## src/rtl/cfg_pio_pkg.sv

```systemverilog
package cfg_pio_pkg;
    localparam int RA_W = 4;

    localparam logic [RA_W-1:0] IX_CTRL  = 4'd0;
    localparam logic [RA_W-1:0] IX_STAT  = 4'd1;
    localparam logic [RA_W-1:0] IX_ALO   = 4'd2;
    localparam logic [RA_W-1:0] IX_AHI   = 4'd3;
    localparam logic [RA_W-1:0] IX_WDAT  = 4'd4;
    localparam logic [RA_W-1:0] IX_STRB  = 4'd5;
    localparam logic [RA_W-1:0] IX_RDAT  = 4'd6;
    localparam logic [RA_W-1:0] IX_START = 4'd7;
    localparam logic [RA_W-1:0] IX_DONE  = 4'd8;
    localparam logic [RA_W-1:0] IX_TMO   = 4'd9;

    localparam int CTRL_BYP_BIT = 24;
    localparam int ST_CODE_LSB  = 7;
    localparam int ST_NP_BIT    = 10;
    localparam int ST_OVR_BIT   = 11;

    localparam logic [2:0] CODE_OK    = 3'd0;
    localparam logic [2:0] CODE_ABORT = 3'd4;

    typedef enum logic [1:0] {
        PH_IDLE = 2'd0,
        PH_REQ  = 2'd1,
        PH_WAIT = 2'd2
    } phase_e;
endpackage

```

## src/rtl/cfg_pio_timer.sv

```systemverilog
module cfg_pio_timer #(
    parameter int W = 16
) (
    input  logic         clk,
    input  logic         rst_n,
    input  logic         run,
    input  logic         clear,
    input  logic [W-1:0] limit,
    output logic         hit
);
    logic [W-1:0] cnt_d, cnt_q;

    always_comb begin
        cnt_d = cnt_q;
        if (clear)
            cnt_d = '0;
        else if (run && (cnt_q != limit))
            cnt_d = cnt_q + 1'b1;
    end

    always_ff @(posedge clk or negedge rst_n) begin
        if (!rst_n) cnt_q <= '0;
        else        cnt_q <= cnt_d;
    end

    assign hit = run && (cnt_q == limit);
endmodule

```

## src/rtl/cfg_pio_rdmux.sv

```systemverilog
module cfg_pio_rdmux
    import cfg_pio_pkg::*;
#(
    parameter int DATA_W = 32,
    parameter int STRB_W = 4,
    parameter int TMO_W  = 16
) (
    input  logic [RA_W-1:0]   sel,
    input  logic [3:0]        kind,
    input  logic              bypass,
    input  logic [2:0]        code,
    input  logic              nonposted,
    input  logic              overrun,
    input  logic [DATA_W-1:0] addr_lo,
    input  logic [DATA_W-1:0] addr_hi,
    input  logic [DATA_W-1:0] wdata,
    input  logic [STRB_W-1:0] strb,
    input  logic [DATA_W-1:0] rdata,
    input  logic              busy,
    input  logic              done,
    input  logic [TMO_W-1:0]  tmo_lim,
    output logic [DATA_W-1:0] out
);
    always_comb begin
        out = '0;
        unique case (sel)
            IX_CTRL: begin
                out[3:0]          = kind;
                out[CTRL_BYP_BIT] = bypass;
            end
            IX_STAT: begin
                out[ST_CODE_LSB +: 3] = code;
                out[ST_NP_BIT]        = nonposted;
                out[ST_OVR_BIT]       = overrun;
            end
            IX_ALO:   out = addr_lo;
            IX_AHI:   out = addr_hi;
            IX_WDAT:  out = wdata;
            IX_STRB:  out[STRB_W-1:0] = strb;
            IX_RDAT:  out = rdata;
            IX_START: out[0] = busy;
            IX_DONE:  out[0] = done;
            IX_TMO:   out[TMO_W-1:0] = tmo_lim;
            default:  out = '0;
        endcase
    end
endmodule

```

## src/rtl/cfg_pio_engine.sv

```systemverilog
module cfg_pio_engine
    import cfg_pio_pkg::*;
#(
    parameter int              DATA_W  = 32,
    parameter int              ADDR_W  = 64,
    parameter int              TMO_W   = 16,
    parameter logic [TMO_W-1:0] TMO_DEF = 16'd1024
) (
    input  logic              clk,
    input  logic              rst_n,
    input  logic              reg_wr,
    input  logic [RA_W-1:0]   reg_addr,
    input  logic [DATA_W-1:0] reg_wdata,
    output logic [DATA_W-1:0] reg_rdata,
    output logic              req_valid,
    input  logic              req_ready,
    output logic [3:0]        req_kind,
    output logic              req_bypass,
    output logic [ADDR_W-1:0] req_addr,
    output logic [DATA_W-1:0] req_wdata,
    output logic [DATA_W/8-1:0] req_strb,
    input  logic              cpl_valid,
    input  logic [2:0]        cpl_status,
    input  logic [DATA_W-1:0] cpl_data,
    output logic              done_irq
);
    localparam int STRB_W = DATA_W / 8;
    localparam int ALIGN  = $clog2(STRB_W);

    typedef struct packed {
        phase_e              phase;
        logic [3:0]          kind;
        logic                bypass;
        logic [DATA_W-1:0]   addr_lo;
        logic [DATA_W-1:0]   addr_hi;
        logic [DATA_W-1:0]   wdata;
        logic [STRB_W-1:0]   strb;
        logic [DATA_W-1:0]   rdata;
        logic [2:0]          code;
        logic                nonposted;
        logic                overrun;
        logic                done;
        logic [TMO_W-1:0]    tmo_lim;
        logic [3:0]          o_kind;
        logic                o_byp;
        logic [DATA_W-1:0]   o_addr;
        logic [DATA_W-1:0]   o_wdata;
        logic [STRB_W-1:0]   o_strb;
    } eng_t;

    eng_t st_d, st_q;
    logic launch;
    logic busy;
    logic tmo_hit;
    logic overrun;
    logic [2:0] cpl_code;

    assign busy     = (st_q.phase != PH_IDLE);
    assign overrun  = st_q.overrun;
    assign cpl_code = st_q.code;

    cfg_pio_timer #(.W(TMO_W)) u_timer (
        .clk   (clk),
        .rst_n (rst_n),
        .run   (busy),
        .clear (launch),
        .limit (st_q.tmo_lim),
        .hit   (tmo_hit)
    );

    always_comb begin
        st_d   = st_q;
        launch = 1'b0;

        if (reg_wr) begin
            unique case (reg_addr)
                IX_CTRL: begin
                    st_d.kind   = reg_wdata[3:0];
                    st_d.bypass = reg_wdata[CTRL_BYP_BIT];
                end
                IX_STAT:  if (reg_wdata[ST_OVR_BIT]) st_d.overrun = 1'b0;
                IX_ALO:   st_d.addr_lo = reg_wdata;
                IX_AHI:   st_d.addr_hi = reg_wdata;
                IX_WDAT:  st_d.wdata   = reg_wdata;
                IX_STRB:  st_d.strb    = reg_wdata[STRB_W-1:0];
                IX_START: begin
                    if (reg_wdata[0]) begin
                        if (busy) st_d.overrun = 1'b1;
                        else      launch       = 1'b1;
                    end
                end
                IX_DONE:  if (reg_wdata[0]) st_d.done = 1'b0;
                IX_TMO:   st_d.tmo_lim = reg_wdata[TMO_W-1:0];
                default: ;
            endcase
        end

        unique case (st_q.phase)
            PH_IDLE: begin
                if (launch) begin
                    st_d.phase   = PH_REQ;
                    st_d.o_kind  = st_q.kind;
                    st_d.o_byp   = st_q.bypass;
                    st_d.o_addr  = {st_q.addr_lo[DATA_W-1:ALIGN], {ALIGN{1'b0}}};
                    st_d.o_wdata = st_q.wdata;
                    st_d.o_strb  = st_q.strb;
                end
            end
            PH_REQ: begin
                if (req_ready) begin
                    if (st_q.o_kind[3]) begin
                        st_d.phase = PH_WAIT;
                    end else begin
                        st_d.phase     = PH_IDLE;
                        st_d.done      = 1'b1;
                        st_d.code      = CODE_OK;
                        st_d.nonposted = 1'b0;
                    end
                end else if (tmo_hit) begin
                    st_d.phase     = PH_IDLE;
                    st_d.done      = 1'b1;
                    st_d.code      = CODE_ABORT;
                    st_d.rdata     = '1;
                    st_d.nonposted = st_q.o_kind[3];
                end
            end
            PH_WAIT: begin
                if (cpl_valid) begin
                    st_d.phase     = PH_IDLE;
                    st_d.done      = 1'b1;
                    st_d.code      = cpl_status;
                    st_d.rdata     = cpl_data;
                    st_d.nonposted = 1'b1;
                end else if (tmo_hit) begin
                    st_d.phase     = PH_IDLE;
                    st_d.done      = 1'b1;
                    st_d.code      = CODE_ABORT;
                    st_d.rdata     = '1;
                    st_d.nonposted = 1'b1;
                end
            end
            default: st_d.phase = PH_IDLE;
        endcase
    end

    always_ff @(posedge clk or negedge rst_n) begin
        if (!rst_n) begin
            st_q         <= '0;
            st_q.phase   <= PH_IDLE;
            st_q.tmo_lim <= TMO_DEF;
        end else begin
            st_q <= st_d;
        end
    end

    cfg_pio_rdmux #(.DATA_W(DATA_W), .STRB_W(STRB_W), .TMO_W(TMO_W)) u_rdmux (
        .sel       (reg_addr),
        .kind      (st_q.kind),
        .bypass    (st_q.bypass),
        .code      (st_q.code),
        .nonposted (st_q.nonposted),
        .overrun   (st_q.overrun),
        .addr_lo   (st_q.addr_lo),
        .addr_hi   (st_q.addr_hi),
        .wdata     (st_q.wdata),
        .strb      (st_q.strb),
        .rdata     (st_q.rdata),
        .busy      (busy),
        .done      (st_q.done),
        .tmo_lim   (st_q.tmo_lim),
        .out       (reg_rdata)
    );

    assign req_valid  = (st_q.phase == PH_REQ);
    assign req_kind   = st_q.o_kind;
    assign req_bypass = st_q.o_byp;
    assign req_addr   = {{(ADDR_W-DATA_W){1'b0}}, st_q.o_addr};
    assign req_wdata  = st_q.o_wdata;
    assign req_strb   = st_q.o_strb;
    assign done_irq   = st_q.done;
endmodule

```

## config.mk

```make
export PLATFORM = sky130hd
export DESIGN_NAME = cfg_pio_engine
export DESIGN_NICKNAME = d
export VERILOG_FILES = /design/src/rtl/cfg_pio_pkg.sv /design/src/rtl/cfg_pio_timer.sv /design/src/rtl/cfg_pio_rdmux.sv /design/src/rtl/cfg_pio_engine.sv
export SDC_FILE = /design/constraint.sdc
export NUM_CORES = 1
export LEC_CHECK = 0
export BUFFER_PORTS_ARGS = -buffer_cell sky130_fd_sc_hd__buf_2
export CAP_MARGIN = 10
export CORE_MARGIN = 4
export CORE_UTILIZATION = 57
export CTS_CLUSTER_SIZE = 8
export DETAILED_ROUTE_END_ITERATION = 12
export HOLD_SLACK_MARGIN = 0.12
export PLACE_DENSITY = 0.85
export SYNTH_ARGS = -nofsm -noshare
export SYNTH_HDL_FRONTEND = slang
export SYNTH_HIERARCHICAL = 1
export SYNTH_SLANG_ARGS = --single-unit
```

## constraint.sdc

```tcl
create_clock -name clk -period 3.59 [get_ports clk]
set_input_delay 0.5385 -clock clk [delete_from_list [all_inputs] [get_ports clk]]
set_output_delay 0.5385 -clock clk [all_outputs]
set_load 0.02 [all_outputs]
```

Word-level counts from Yosys, hierarchy flattened
Cells that the tools add are included.
Word-level totals
  register bits: 248
  input port bits: 76
  word-level logic and storage cells: 100
Operators by class
  add/sub/neg operators: 1
  equal/unequal tests: 22
  mux-type cells: 40
  reductions and logical operators: 18
Operators by type and width (count)
  $mux W36: 3
  $pmux W36 S2: 1
  $mux W16: 3
  $mux W32: 1
  $pmux W8 S4: 1
  $pmux W5 S6: 1
  $pmux W7 S4: 1
  $pmux W3 S7: 1
  $pmux W4 S5: 1
  $mux W17: 1
  $add A16 B1 Y16 const B: 1
  $eq A16 B16 Y1: 1
  $eq A4 B3 Y1 const B: 4
  $ne A16 B16 Y1: 1
  $pmux W3 S5: 1
  $reduce_and A2 Y1: 7
  $mux W1: 13
  $mux W2: 5
  $pmux W1 S9: 1
  $eq A4 B2 Y1 const B: 2
  $eq A4 B4 Y1 const B: 2
  $mux W4: 2
  $ne A2 B2 Y1 const B: 4
  $reduce_and A4 Y1: 2
  14 further kinds: 21

Depth between registers and ports, before layout
Gate-level depths: netlist of the first run.
  depth in word-level cells: 7
  depth in mapped cells: 10
  mapped depth without buffers: 7

By module
The synthesis of the first run kept the hierarchy.
Modules (own cells, without submodules)
  cfg_pio_engine: times used 1, cells an instance 652, area each 9849.4 sq um, sequential area each 5806.8 sq um
  cfg_pio_rdmux: times used 1, cells an instance 193, area each 1418.9 sq um, sequential area each 0.0 sq um
  cfg_pio_timer: times used 1, cells an instance 116, area each 1091.0 sq um, sequential area each 400.4 sq um

Worst setup path after synthesis of the first run
Ideal clock, no wire load.
  kind: flip-flop to flip-flop
  from: register st_q[83] (netlist name)
  to: register st_q (netlist bit cpl_code[0])
  setup time: 0.125 ns
  arrival time: 2.710 ns
  required time: 3.465 ns
  path slack: 0.755 ns
  stages on the path, launching flop included: 10
  buffers on the path: 2
  cells stage by stage: dfstp_2 > xnor2_1 > nand4_1 > nor4_2 > buf_2 > buf_4 > and2_1 > nand2b_1 > a311oi_2 > mux2_2
Between the ends
  word-level cells in the longest chain between the ends: 4
  elaborated cells on any way between the ends: 5
  classes of those cells: eq/ne (3); reduce/logical (2)
RTL lines
  $eq A16 B16 Y1 *: line cfg_pio_timer.sv:26  | assign hit = run && (cnt_q == limit);
  $logic_and A1 B1 Y1 *: line cfg_pio_timer.sv:26
  via tmo_hit: line cfg_pio_engine.sv:54  | logic tmo_hit;
  $ne A3 B1 Y1 (no line) / $ne A3 B3 Y1 (equally long branches)
  $reduce_and A4 Y1 (no line) *
  to (signal assigned): line cfg_pio_engine.sv:152  | st_q <= st_d;
  to (decl): line cfg_pio_engine.sv:51  | eng_t st_d, st_q;
Mark *: on every way through the listed nets, which the timed path passes. The rest lies on a longest branch.
A chain may end at the register's enable or synchronous reset.

Worst setup path after layout of the first run
  from: register st_q[232] (netlist bit)
  to: output reg_rdata[0]
Between the ends
  word-level cells in the longest chain between the ends: 2
RTL lines
  $reduce_bool A2 Y1: line cfg_pio_engine.sv:58  | assign busy = (st_q.phase != PH_IDLE);
  via busy: line cfg_pio_engine.sv:53  | logic busy;
  $pmux W1 S9: line cfg_pio_rdmux.sv:26  | unique case (sel)
  to (decl): line cfg_pio_engine.sv:14  | output logic [DATA_W-1:0] reg_rdata,
The timed path passes the listed nets, and every way through them passes these cells.

==> impl_metrics.ini, run 1 <==
[outcome]
status = finished, final reports clean

[clock_network]
h-tree-depth = 2
numCtsBuffers = 36
clock_latency_ns = 0.50
cts.sinks = 248
cts_buffer_depth = 3
path_clk_slew_ns = 0.05
clockRootBuffer = clkbuf_16
cts_tree = done

[logic_synthesis]
ys_warn_count = 6
ys.flop_type = dfrtp_1
ys_async_sr_fraction_pct = 100
synth_cell_types = 71
yosysSeqAreaShare_pct = 50.2
synth_edf_count = 0
synth_top_area_share_pct = 50.0
synth_area_per_cell_um2 = 12.9
synth-seq-cells = 248
synth.cell_area_um2 = 12400
syn_inst = 961
synth_top_cell_by_area = dfrtp_1
synth.area.top_cells = dfrtp_1 50%, mux2_2 14%, buf_4 6.7%, mux2_4 4.9%, o32a_1 2.7%

[floorplanning]
die_h_um = 155
ios = 215
die_width_um = 155
core_um2 = 21200
die_area_um2 = 24100
num_rows = 53
start_util_pct = 58.4

[worst_setup_path]
crit_chain = inv_1 > ha_1 > inv_1 > nand4_1 > a21oi_1 > or4_1 > buf_2
r2r-start = u_timer/cnt_q[0]
critPathMaxStageDelay_ns = 0.60
critPathArrivalTime_ns = 2.43
cp.depth = 7
worstSetupPathType = flip-flop to output port
startpoint_type = flip-flop
crit_required_ns = 3.05
crit_fanout = 9
critPathLaunch = st_q[232]
crit_path_end_kind = output port
cp_top_family = simple AND/OR/NAND/NOR gates
critical_path_buf_inv_count = 3
worstRegToRegCells = 7
r2r_slack_ns = 0.78
cpMostUsedCell = inv_1
cp_slowest_cell = or4_1

[routing]
ant_nets = 0
drt_wl_total_mm = 30.6
first_iter_violations = 636
drtPass1Iterations = 5
drc_errors = 0
wl_per_cell_um = 22.4
via_count = 8234
vias_per_cell = 6.04

[placed_design]
gp_congestion = 0.937
hpwl_mm = 20.3
numPortBuffers = 180

[cells_and_area]
final_cell_mix = 247 x dfrtp_1, 179 x buf_2, 157 x mux2_2
multiInputGateArea_um2 = 5140
area_growth_pct = 12.2
finalCoreUtilization_pct = 65.6
drive_above_1_share_pct = 42.5
n_fill_cell = 1603
final_common_cell = dfrtp_1
nets = 1157
seqCellArea_um2 = 6210

[sta]
fin_skew_ns = 0.0213
worst_slew_pin_slew_ns = 0.926
fmax_mhz = 337
finalSetupTns_ns = 0
hold_slack_ns = 0.260
finalHoldViolCount = 0
setup_violations = 0
post-route-min-period_ns = 2.97
drv_slew = 0
rsz0062_at_grt = false
period_share_pct = 82.6
maxSlewHeadroom_pct = 38.2

[global_routing]
grt_max_degree = 88
grt-ovfl-total = 0
first_global_vias = 8641
grt_pass1_wl_mm = 48.3
antenna_found_initial = 4
grt_usage_pct = 25.3

[min_path]
hold_path.class = primary input to flip-flop
hold_start = cpl_data[26]
worstHoldPathCells = 2

[power]
p_per_area_nw_per_um2 = 636
static-leakage-power_uw = 0.00648
ir_worst_vdd_v = 0.000446

[job]
max-cap-violations = 0
## cells in the mapped netlist (2+ instances only)
master	instances
a211o_1	3
a21oi_1	15
a22oi_1	38
a31oi_1	2
a32o_1	2
and2_1	2
and3_1	6
and3b_1	11
buf_2	26
buf_4	111
buf_6	6
clkbuf_1	14
dfrtp_1	247
dlygate4sd1_1	2
ha_1	5
inv_1	12
mux2_1	7
mux2_2	157
mux2_4	40
mux2i_1	23
nand2_1	14
nand2b_1	10
nand3_1	5
nand3b_1	10
nand4_1	8
nand4b_1	2
nor2_1	11
nor2b_1	11
nor3_1	3
nor3b_1	6
o211ai_1	13
o21ai_0	27
o21ai_1	3
o31ai_1	7
o32a_1	33
or3_1	13
or3_4	2
or4_1	5
or4_2	2
xnor2_1	16
## where the power goes
part / internal (uW) / switching (uW) / leakage [uW] / total [uW]
registers: 3400 / 499 / 0.00302 / 3900
logic: 913 / 1050 / 0.00299 / 1960
clock network: 1840 / 1130 / 0.000473 / 2970
## final cells by class
type	count	share of cell area, %
Sequential cell	248	44.8
Multi-Input combinational cell	573	37.1
Timing Repair Buffer	204	8.25
Clock buffer	44	6.87
Tap cell	275	2.48
Inverter	13	0.352
Clock inverter	2	0.126
Antenna cell	4	0.0722
## worst reg2reg max path, cell delays in order (launching register included)
cell and delay, ns:
dfrtp_1 0.42, xnor2_1 0.30, nand4_1 0.16, nor4_2 0.48
and2_1 0.32, nand2b_1 0.16, a311oi_2 0.47, mux2_2 0.39
## cell families after synthesis
group / after synthesis / synth area share (%)
compound gates: 153 / 9.25
xor+xnor: 16 / 1.13
fa+ha+maj: 5 / 0.506
buf+inv: 173 / 9.34
flops: 248 / 50.2
mux: 227 / 21.7
other cells: 1 / 0.0303
simple gates: 138 / 7.85
## registers in the layout, indices dropped and copies added (netlist names)
| register | flops |
|---|---|
| st_q | 156 |
| req_wdata | 32 |
| req_addr | 30 |
| u_timer/cnt_q | 16 |
| req_kind | 4 |
| req_strb | 4 |
| cpl_code | 3 |
| done_irq | 1 |
| overrun | 1 |
| req_bypass | 1 |
## timing repair
item	4_1_cts	5_1_grt
hold endpoints to repair	60	0
setup buffers	0	0
gates resized for setup	0	0
hold buffers	1	0
## per-stage QoR
| stage | power (uW) | cells | area [um2] | setup slack [ns] |
|---|---|---|---|---|
| after detailed placement | 5870 | 1312 | 12900 | 0.660 |
| after floorplan | 5420 | 994 | 12500 | 0.755 |
| after CTS | 8870 | 1359 | 13900 | 0.647 |
| after global placement | 5780 | 1312 | 12900 | 0.716 |
| final | 8830 | 1363 | 13900 | 0.623 |
| after global routing | 9240 | 1363 | 13900 | 0.469 |
## per-layer routing
layer / vias to the layer above / part of all wire [%] / wire [um] / GRT usage [%]
li1: 3616 / - / - / -
met1: 4201 / 42 / 12800 / 34.3
met2: 349 / 49 / 14900 / 41.2
met3: 68 / 6.6 / 2020 / 4.73
met4: 0 / 3.0 / 929 / 9.05
met5: - / 0 / 0 / 0
## path summary, 6_finish.rpt
kind | endpoint
min | st_q[121]
min reg2reg | st_q[169]
max reg2reg | cpl_code[0]
max in group asynchronous | st_q[83]
min in group asynchronous | done_irq
max | reg_rdata[0]
No activity file was read; power rests on OpenSTA's default activity.
==> run 2, diff against run 1 <==
==> constraint.sdc (replaced) <==
create_clock -name clk -period 3 [get_ports clk]
set_input_delay 0.45 -clock clk [delete_from_list [all_inputs] [get_ports clk]]
set_output_delay 0.45 -clock clk [all_outputs]
set_load 0.02 [all_outputs]
==> run 2 against run 1 <==
  * Die area unchanged
  * Largest power group unchanged
  * Non-clock buffer count is 10 higher
  * Critical path depth unchanged
  * Clock power is 19% higher
  * Power rose by 20%
  * Core utilization grew 0.31 points
  * First-iteration DRC count shrank 0.79%
  * Worst hold slack lost 0.095 ns
  * Count of clock-buffer cells in the layout decreased by 2
  * Critical endpoint unchanged
==> impl_metrics.ini, run 2 (synthesized netlist as in run 1, its figures left out) <==
[outcome]
status = finished, final reports clean

[min_path]
hold_start = cpl_data[24]
hold_path.class = primary input to flip-flop

[clock_network]
numCtsBuffers = 36
clockRootBuffer = clkbuf_16
cts_setup_buffers = 0
cts.sinks = 248
cts_hold_buf = 1
cts_buffer_depth = 3
h-tree-depth = 2
ctsResizeCount = 0
path_clk_slew_ns = 0.05
cts_tree = done
clock_latency_ns = 0.51

[floorplanning]
ios = 215
die_width_um = 155
core_um2 = 21200
start_util_pct = 58.4
die_area_um2 = 24100
die_h_um = 155
num_rows = 53

[sta]
finalSetupTns_ns = 0
setup_violations = 0
rsz0062_at_grt = false
drv_slew = 0
finalHoldViolCount = 0
period_share_pct = 95.7
post-route-min-period_ns = 2.87
worst_slew_pin_slew_ns = 0.635
maxSlewHeadroom_pct = 57.6
fmax_mhz = 348
layout_setup_ws_ns = 0.128
fin_skew_ns = 0.0182

[placed_design]
pre_cts_ws_ns = 0.356
numPortBuffers = 180
gp_congestion = 0.907
place_area_um2 = 12900
hpwl_mm = 21.1

[routing]
drt_wl_total_mm = 30.8
wl_per_cell_um = 22.4
drc_errors = 0
via_count = 8335
drtPass1Iterations = 5
ant_nets = 0
first_iter_violations = 631
vias_per_cell = 6.08

[global_routing]
antenna_found_initial = 4
grt_usage_pct = 25.1
grt-ovfl-total = 0
grt_pass1_wl_mm = 48.1
grt_max_degree = 79
first_global_vias = 8573

[worst_setup_path]
crit_fanout = 9
startpoint_type = flip-flop
critPathLaunch = st_q[232]
worstSetupPathType = flip-flop to output port
crit_path_end_kind = output port
r2r-start = st_q[83]
critPathArrivalTime_ns = 2.42
crit_required_ns = 2.55

[cells_and_area]
nets = 1167
largest_reg_flops = 156
largest-register = st_q
seqCellArea_um2 = 6210
drive_above_1_share_pct = 43.1
final_cell_mix = 247 x dfrtp_1, 179 x buf_2, 157 x mux2_2
n_fill_cell = 1589
final_common_cell = dfrtp_1
multiInputGateArea_um2 = 5140
design_area_um2 = 13900
area_growth_pct = 12.7

[power]
p_per_area_nw_per_um2 = 757
static-leakage-power_uw = 0.00652
ir_worst_vdd_v = 0.000529

[job]
max-cap-violations = 0
-- run 2: changes by cell type in the layout (fill, tap and decap cells not counted) --
cell | previous run | this run
buf_12 | 4 | 3
buf_4 | 19 | 30
clkbuf_1 | 7 | 6
clkbuf_16 | 37 | 36
clkinv_8 | 0 | 3
inv_6 | 2 | 0
-- run 2: worst paths after layout --
path                                     end  depth (start not counted)  slack, ns
worst max-delay path            reg_rdata[0]                          7       0.13
worst min-delay path               st_q[119]                          2       0.16
worst max register to register   cpl_code[1]                          7       0.33
worst min register to register  req_addr[11]                          1       0.49
max in group asynchronous          st_q[175]                          3       1.54
min in group asynchronous        req_kind[2]                          2       0.52
-- run 2: critical path, cell delays in order, from the launching register on --
cell     delay, ns
dfrtp_1       0.39
inv_1         0.13
ha_1          0.23
inv_1         0.16
nand4_1       0.14
a21oi_1       0.08
or4_1         0.59
buf_2         0.20
-- run 2: cell type report --
class,instances,area share (%)
flip-flops and latches,248,44.5
multi-input cells,573,36.9
repair buffers,214,8.66
clock buffers,42,6.63
well taps,275,2.47
clock inverters,3,0.350
inverters,13,0.350
diodes,4,0.0718
-- run 2: metrics by stage --
stage	std cells	hold slack, ns	power (uW)	utilization, %
floorplan	994	0.154	6480	-
global placement	1322	0.461	6910	61.2
detailed placement	1322	0.483	7030	61.2
CTS	1368	0.147	10600	65.8
global route	1372	0.152	11000	65.9
finish	1372	0.165	10500	65.9
-- run 2: power breakdown --
group          internal [uW]  switching [uW]
clock network           2150            1380
registers               4060             601
logic                   1100            1250
total                   7310            3230
-- run 2: layer usage --
layer / track usage, % / share of wire (%) / vias to the layer above
li1: - / - / 3639
met1: 34.4 / 42 / 4249
met2: 40.6 / 48 / 389
met3: 4.65 / 7.4 / 58
met4: 8.96 / 2.7 / 0
met5: 0 / 0 / -
